$ cat src/rtl/gpio_port_pkg.sv
package gpio_port_pkg;

  typedef enum logic [1:0] {
    RSEL_NONE = 2'd0,
    RSEL_DIR  = 2'd1,
    RSEL_LAT  = 2'd2,
    RSEL_PIN  = 2'd3
  } reg_sel_e;

endpackage

$ cat src/rtl/gpio_port_regs.sv
module gpio_port_regs #(
  parameter int unsigned          NPINS     = 16,
  parameter logic [NPINS-1:0]     IMPL_MASK = '1
) (
  input  logic             clk,
  input  logic             rst_n,
  input  logic             dir_we,
  input  logic             lat_we,
  input  logic [NPINS-1:0] wdata,
  output logic [NPINS-1:0] dir_q,
  output logic [NPINS-1:0] lat_q
);

  logic [NPINS-1:0] dir_d;
  logic [NPINS-1:0] lat_d;

  always_comb begin
    dir_d = dir_q;
    lat_d = lat_q;
    if (dir_we) dir_d = wdata & IMPL_MASK;
    if (lat_we) lat_d = wdata & IMPL_MASK;
  end

  always_ff @(posedge clk or negedge rst_n) begin
    if (!rst_n) begin
      dir_q <= IMPL_MASK;
      lat_q <= '0;
    end else begin
      if (dir_we) dir_q <= dir_d;
      if (lat_we) lat_q <= lat_d;
    end
  end

  AST_LAT_LOAD: assert property (@(posedge clk) disable iff (!rst_n)
    lat_we |=> lat_q == ($past(wdata) & IMPL_MASK));

  AST_DIR_LOAD: assert property (@(posedge clk) disable iff (!rst_n)
    dir_we |=> dir_q == ($past(wdata) & IMPL_MASK));

  AST_DIR_HOLD: assert property (@(posedge clk) disable iff (!rst_n)
    !dir_we |=> $stable(dir_q));

endmodule

$ cat src/rtl/gpio_in_sync.sv
module gpio_in_sync #(
  parameter int unsigned NPINS = 16
) (
  input  logic             clk,
  input  logic             rst_n,
  input  logic [NPINS-1:0] pad_in,
  output logic [NPINS-1:0] pin_sync
);

  logic [NPINS-1:0] meta_q;
  logic [NPINS-1:0] sync_q;

  always_ff @(posedge clk or negedge rst_n) begin
    if (!rst_n) begin
      meta_q <= '0;
      sync_q <= '0;
    end else begin
      meta_q <= pad_in;
      sync_q <= meta_q;
    end
  end

  assign pin_sync = sync_q;

  AST_SYNC_FIRST: assert property (@(posedge clk) disable iff (!rst_n)
    1'b1 |=> meta_q == $past(pad_in));

  AST_SYNC_SECOND: assert property (@(posedge clk) disable iff (!rst_n)
    1'b1 |=> sync_q == $past(meta_q));

endmodule

$ cat src/rtl/gpio_pad_mux.sv
module gpio_pad_mux #(
  parameter bit IMPLEMENTED = 1'b1
) (
  input  logic per_en,
  input  logic per_drv,
  input  logic per_out,
  input  logic per_oe,
  input  logic lat_bit,
  input  logic dir_bit,
  output logic pad_out,
  output logic pad_oe
);

  logic periph_owns;

  always_comb begin
    periph_owns = per_en & per_drv;
    if (periph_owns) begin
      pad_out = IMPLEMENTED & per_out;
      pad_oe  = IMPLEMENTED & per_oe;
    end else begin
      pad_out = IMPLEMENTED & lat_bit;
      pad_oe  = IMPLEMENTED & ~dir_bit;
    end
  end

endmodule

$ cat src/rtl/gpio_shared_port.sv
module gpio_shared_port
  import gpio_port_pkg::*;
#(
  parameter int unsigned      NPINS     = 16,
  parameter logic [NPINS-1:0] IMPL_MASK = 16'h3FFF
) (
  input  logic             clk,
  input  logic             rst_n,
  input  logic             reg_wr,
  input  logic             sel_dir,
  input  logic             sel_lat,
  input  logic             sel_port,
  input  logic [NPINS-1:0] wdata,
  output logic [NPINS-1:0] rdata,
  input  logic [NPINS-1:0] per_en,
  input  logic [NPINS-1:0] per_drv,
  input  logic [NPINS-1:0] per_out,
  input  logic [NPINS-1:0] per_oe,
  output logic [NPINS-1:0] pad_out,
  output logic [NPINS-1:0] pad_oe,
  input  logic [NPINS-1:0] pad_in
);

  reg_sel_e         rsel;
  logic             dir_we;
  logic             lat_we;
  logic [NPINS-1:0] dir_q;
  logic [NPINS-1:0] lat_q;
  logic [NPINS-1:0] pin_sync;

  always_comb begin
    if (sel_dir)       rsel = RSEL_DIR;
    else if (sel_lat)  rsel = RSEL_LAT;
    else if (sel_port) rsel = RSEL_PIN;
    else               rsel = RSEL_NONE;
  end

  assign dir_we = reg_wr & (rsel == RSEL_DIR);
  assign lat_we = reg_wr & ((rsel == RSEL_LAT) | (rsel == RSEL_PIN));

  gpio_port_regs #(
    .NPINS     (NPINS),
    .IMPL_MASK (IMPL_MASK)
  ) u_regs (
    .clk    (clk),
    .rst_n  (rst_n),
    .dir_we (dir_we),
    .lat_we (lat_we),
    .wdata  (wdata),
    .dir_q  (dir_q),
    .lat_q  (lat_q)
  );

  gpio_in_sync #(
    .NPINS (NPINS)
  ) u_sync (
    .clk      (clk),
    .rst_n    (rst_n),
    .pad_in   (pad_in),
    .pin_sync (pin_sync)
  );

  always_comb begin
    unique case (rsel)
      RSEL_DIR: rdata = dir_q;
      RSEL_LAT: rdata = lat_q;
      RSEL_PIN: rdata = pin_sync & IMPL_MASK;
      default:  rdata = '0;
    endcase
  end

  for (genvar p = 0; p < NPINS; p++) begin : g_pin
    gpio_pad_mux #(
      .IMPLEMENTED (IMPL_MASK[p])
    ) u_mux (
      .per_en  (per_en[p]),
      .per_drv (per_drv[p]),
      .per_out (per_out[p]),
      .per_oe  (per_oe[p]),
      .lat_bit (lat_q[p]),
      .dir_bit (dir_q[p]),
      .pad_out (pad_out[p]),
      .pad_oe  (pad_oe[p])
    );
  end

  AST_SEL_ONEHOT: assert property (@(posedge clk) disable iff (!rst_n)
    $onehot0({sel_dir, sel_lat, sel_port}));

  AST_RD_UNIMPL_ZERO: assert property (@(posedge clk) disable iff (!rst_n)
    (rdata & ~IMPL_MASK) == '0);

  AST_PAD_UNIMPL_QUIET: assert property (@(posedge clk) disable iff (!rst_n)
    ((pad_oe | pad_out) & ~IMPL_MASK) == '0);

  AST_PORT_OWNED_OE: assert property (@(posedge clk) disable iff (!rst_n)
    ((~(per_en & per_drv)) & IMPL_MASK & pad_oe) == (IMPL_MASK & ~(per_en & per_drv) & ~dir_q));

endmodule

$ cat config.mk
export PLATFORM = sky130hd
export DESIGN_NAME = gpio_shared_port
export DESIGN_NICKNAME = d
export VERILOG_FILES = /design/src/rtl/gpio_port_pkg.sv /design/src/rtl/gpio_port_regs.sv /design/src/rtl/gpio_in_sync.sv /design/src/rtl/gpio_pad_mux.sv /design/src/rtl/gpio_shared_port.sv
export SDC_FILE = /design/constraint.sdc
export NUM_CORES = 1
export LEC_CHECK = 0
export BUFFER_PORTS_ARGS = -buffer_cell sky130_fd_sc_hd__clkbuf_2
export CORE_MARGIN = 4
export CORE_UTILIZATION = 45
export CTS_CLUSTER_SIZE = 12
export DETAILED_ROUTE_END_ITERATION = 10
export PLACE_DENSITY = 0.8
export SYNTH_ARGS = -nofsm -noshare
export SYNTH_HDL_FRONTEND = slang
export SYNTH_HIERARCHICAL = 1
export SYNTH_SLANG_ARGS = --single-unit
$ cat constraint.sdc
create_clock -name clk -period 0.95 [get_ports clk]
set_input_delay 0.19 -clock clk [delete_from_list [all_inputs] [get_ports clk]]
set_output_delay 0.19 -clock clk [all_outputs]
set_load 0.03 [all_outputs]
==> results.yml <==
critical_path:
  r2r-start: "u_regs/dir_q[5]"
  end_kind: "output pin"
  critPathSlowestCell: "dfstp_2"
  critPathLaunchType: "flip-flop"
  crit_family: "flip-flops"
  setup.worst_path.class: "reg -> out"
  reg2reg_depth: 4
  path_buf_inv: 1
  r2r_setup_slack_ps: -110
  crit_required_ps: 760
  worstPathMaxFanout: 2
  crit_arrival_ps: 1230
  path_cells: "nor2b_2, a21oi_2, clkbuf_8"
  crit_path_max_incr_delay_ps: 560
  r2r-end: "u_regs/dir_q[5]"
clock_tree:
  clk_pin_slew_ps: 100
  cts_sinks: 56
  cts_made_buffers: 5
  clk_latency_ps: 310
  tritoncts: "done"
  cts_max_level: 2
  cts_root_buf: "clkbuf_8"
  cts_buffer_depth: 2
routing:
  avgRoutedWirePerCell_um: 16.2
  routed-wl-met2_mm: 4.17
  postRouteAntennaNets: 0
  wl_met3_um: 543
  routed_wl_mm: 7.71
  dr_total_vias: 2277
  routedLengthMet1_mm: 2.92
  drt-initial-drc-count: 75
  topRoutingLayerUsed: "met4"
  dr.pass1.iters: 4
  drc: 0
  drt-vias-per-instance: 4.79
sta:
  layout_min_cycle_time_ps: 1420
  finalCritPeriodShare_pct: 149
  finalClockSkew_ps: 13.8
  drv_slew: 0
  hold_viol_final: 0
  finalWorstSetupSlack_ps: -467
  clock.fmax_mhz: 706
  finalSetupViolations: 48
  rsz0062_at_grt: "true"
power_and_ir_drop:
  p_leak_nw: 2.26
  power-per-cell-area_nw_per_um2: 1580
  peakVddDrop_v: 0.00109
  total_power_w: 0.00736
die:
  fp.dieW_um: 86.5
  ios: 150
  die_area_um2: 7480
  core_area_um2: 5960
  fp-row-count: 28
  start_util_pct: 46.6
  die_h_um: 86.5
yosys:
  yosysWarningCount: 6
  syn_area_um2: 2770
  synthCells: 222
  syn_avg_cell_area_um2: 12.5
run:
  cap_violations: 0
global_route:
  antenna_found_initial: 0
  grt_pass1_wl_mm: 12.0
  grt_max_degree: 57
  groute.usage.overall_pct: 20.7
  grt_pass1_vias: 2454
  grt-ovfl-total: 0
outcome:
  outcome: "complete, but fails checks"
  violations: "negative setup slack"
cells_and_area:
  antenna_cells: 0
  utilization_pct: 78.0
  layout-drive-gt1-share_pct: 72.5
  synthToLayoutAreaGrowth_pct: 67.6
  nNetsFinal: 501
  fill_cells: 348
  multi_input_area_um2: 1390
  seqCellArea_um2: 1420
placement:
  io_buffers: 131
  place.gp.congestion: 0.691
  place_hpwl_mm: 4.98
worst_hold_path:
  whs_path_depth: 2
  hp-start: "wdata[5]"
  hold_end: "u_regs/lat_q[5]"
  hp-class: "in -> reg"
==> registers in the layout, indices dropped and copies added, names as in the netlist <==
| name | flops |
|---|---|
| u_regs/dir_q | 14 |
| u_regs/lat_q | 14 |
| u_sync/meta_q | 14 |
| u_sync/pin_sync | 14 |
==> layer usage <==
metal,GRT usage [%],up-vias
li1,-,1090
met1,23.1,1088
met2,39.3,91
met3,5.23,8
met4,4.67,0
met5,0,-
==> layout make-up <==
cell class,instances,share of cell area [%]
clock buffers,7,1.86
inverters,14,1.13
repair buffers,182,34.3
multi-input cells,140,29.9
well taps,75,2.02
flip-flops and latches,56,30.5
clock inverters,1,0.188
==> worst max-delay path by stage <==
stage | slack [ps] | cells past startpoint | endpoint | startpoint
finish | -470 | 3 | rdata[13] | u_regs/dir_q[13]
global route | -540 | 3 | rdata[13] | u_regs/dir_q[13]
CTS | -480 | 3 | rdata[13] | u_regs/dir_q[13]
floorplan | -280 | 5 | u_regs/lat_q[10] | sel_lat
global placement | -290 | 5 | rdata[6] | sel_dir
detailed placement | -330 | 5 | u_regs/lat_q[1] | sel_lat
==> per-stage QoR <==
stage | area, um2 | hold WS (ps) | instances | setup WS [ps] | setup TNS (ps)
4_1_cts | 4570 | 116 | 472 | -475 | -17750
2_1_floorplan | 2930 | -106 | 227 | -280 | -5370
5_1_grt | 4650 | 103 | 475 | -538 | -19960
3_3_place_gp | 3750 | 213 | 440 | -289 | -12540
6_report | 4650 | 120 | 475 | -467 | -17790
3_5_place_dp | 3750 | 212 | 440 | -331 | -13140
==> power by group <==
part / leakage (nW) / internal [W] / switching (W)
Sequential: 0.638 / 0.00271 / 0.000217
Clock: 0.0484 / 0.000599 / 0.000758
Combinational: 1.57 / 0.00173 / 0.00135
==> layout by cell type, fill, tap and decap left out, types with 2 or more instances in the layout <==
master,count
a21oi_1,10
a21oi_2,18
a22o_1,2
buf_4,15
buf_6,19
buf_8,18
clkbuf_2,86
clkbuf_8,33
conb_1,8
dfrtp_1,42
dfstp_2,14
dlygate4sd3_1,15
inv_1,14
mux2_2,13
mux2_4,29
mux2i_2,13
nand2_2,14
nand3b_1,14
nor2b_1,4
nor2b_2,11
==> repair_timing <==
| item | 4_1_cts | 5_1_grt |
|---|---|---|
| buffers inserted | 8 | 5 |
| hold buffers | 15 | 0 |
| pin swaps | 1 | 1 |
| gates cloned | 1 | 0 |
| endpoints found under the hold margin | 56 | 0 |
| endpoints found under the setup margin | 44 | 49 |
| gates resized for setup | 114 | 33 |
Power figures use the tool's default switching activity.
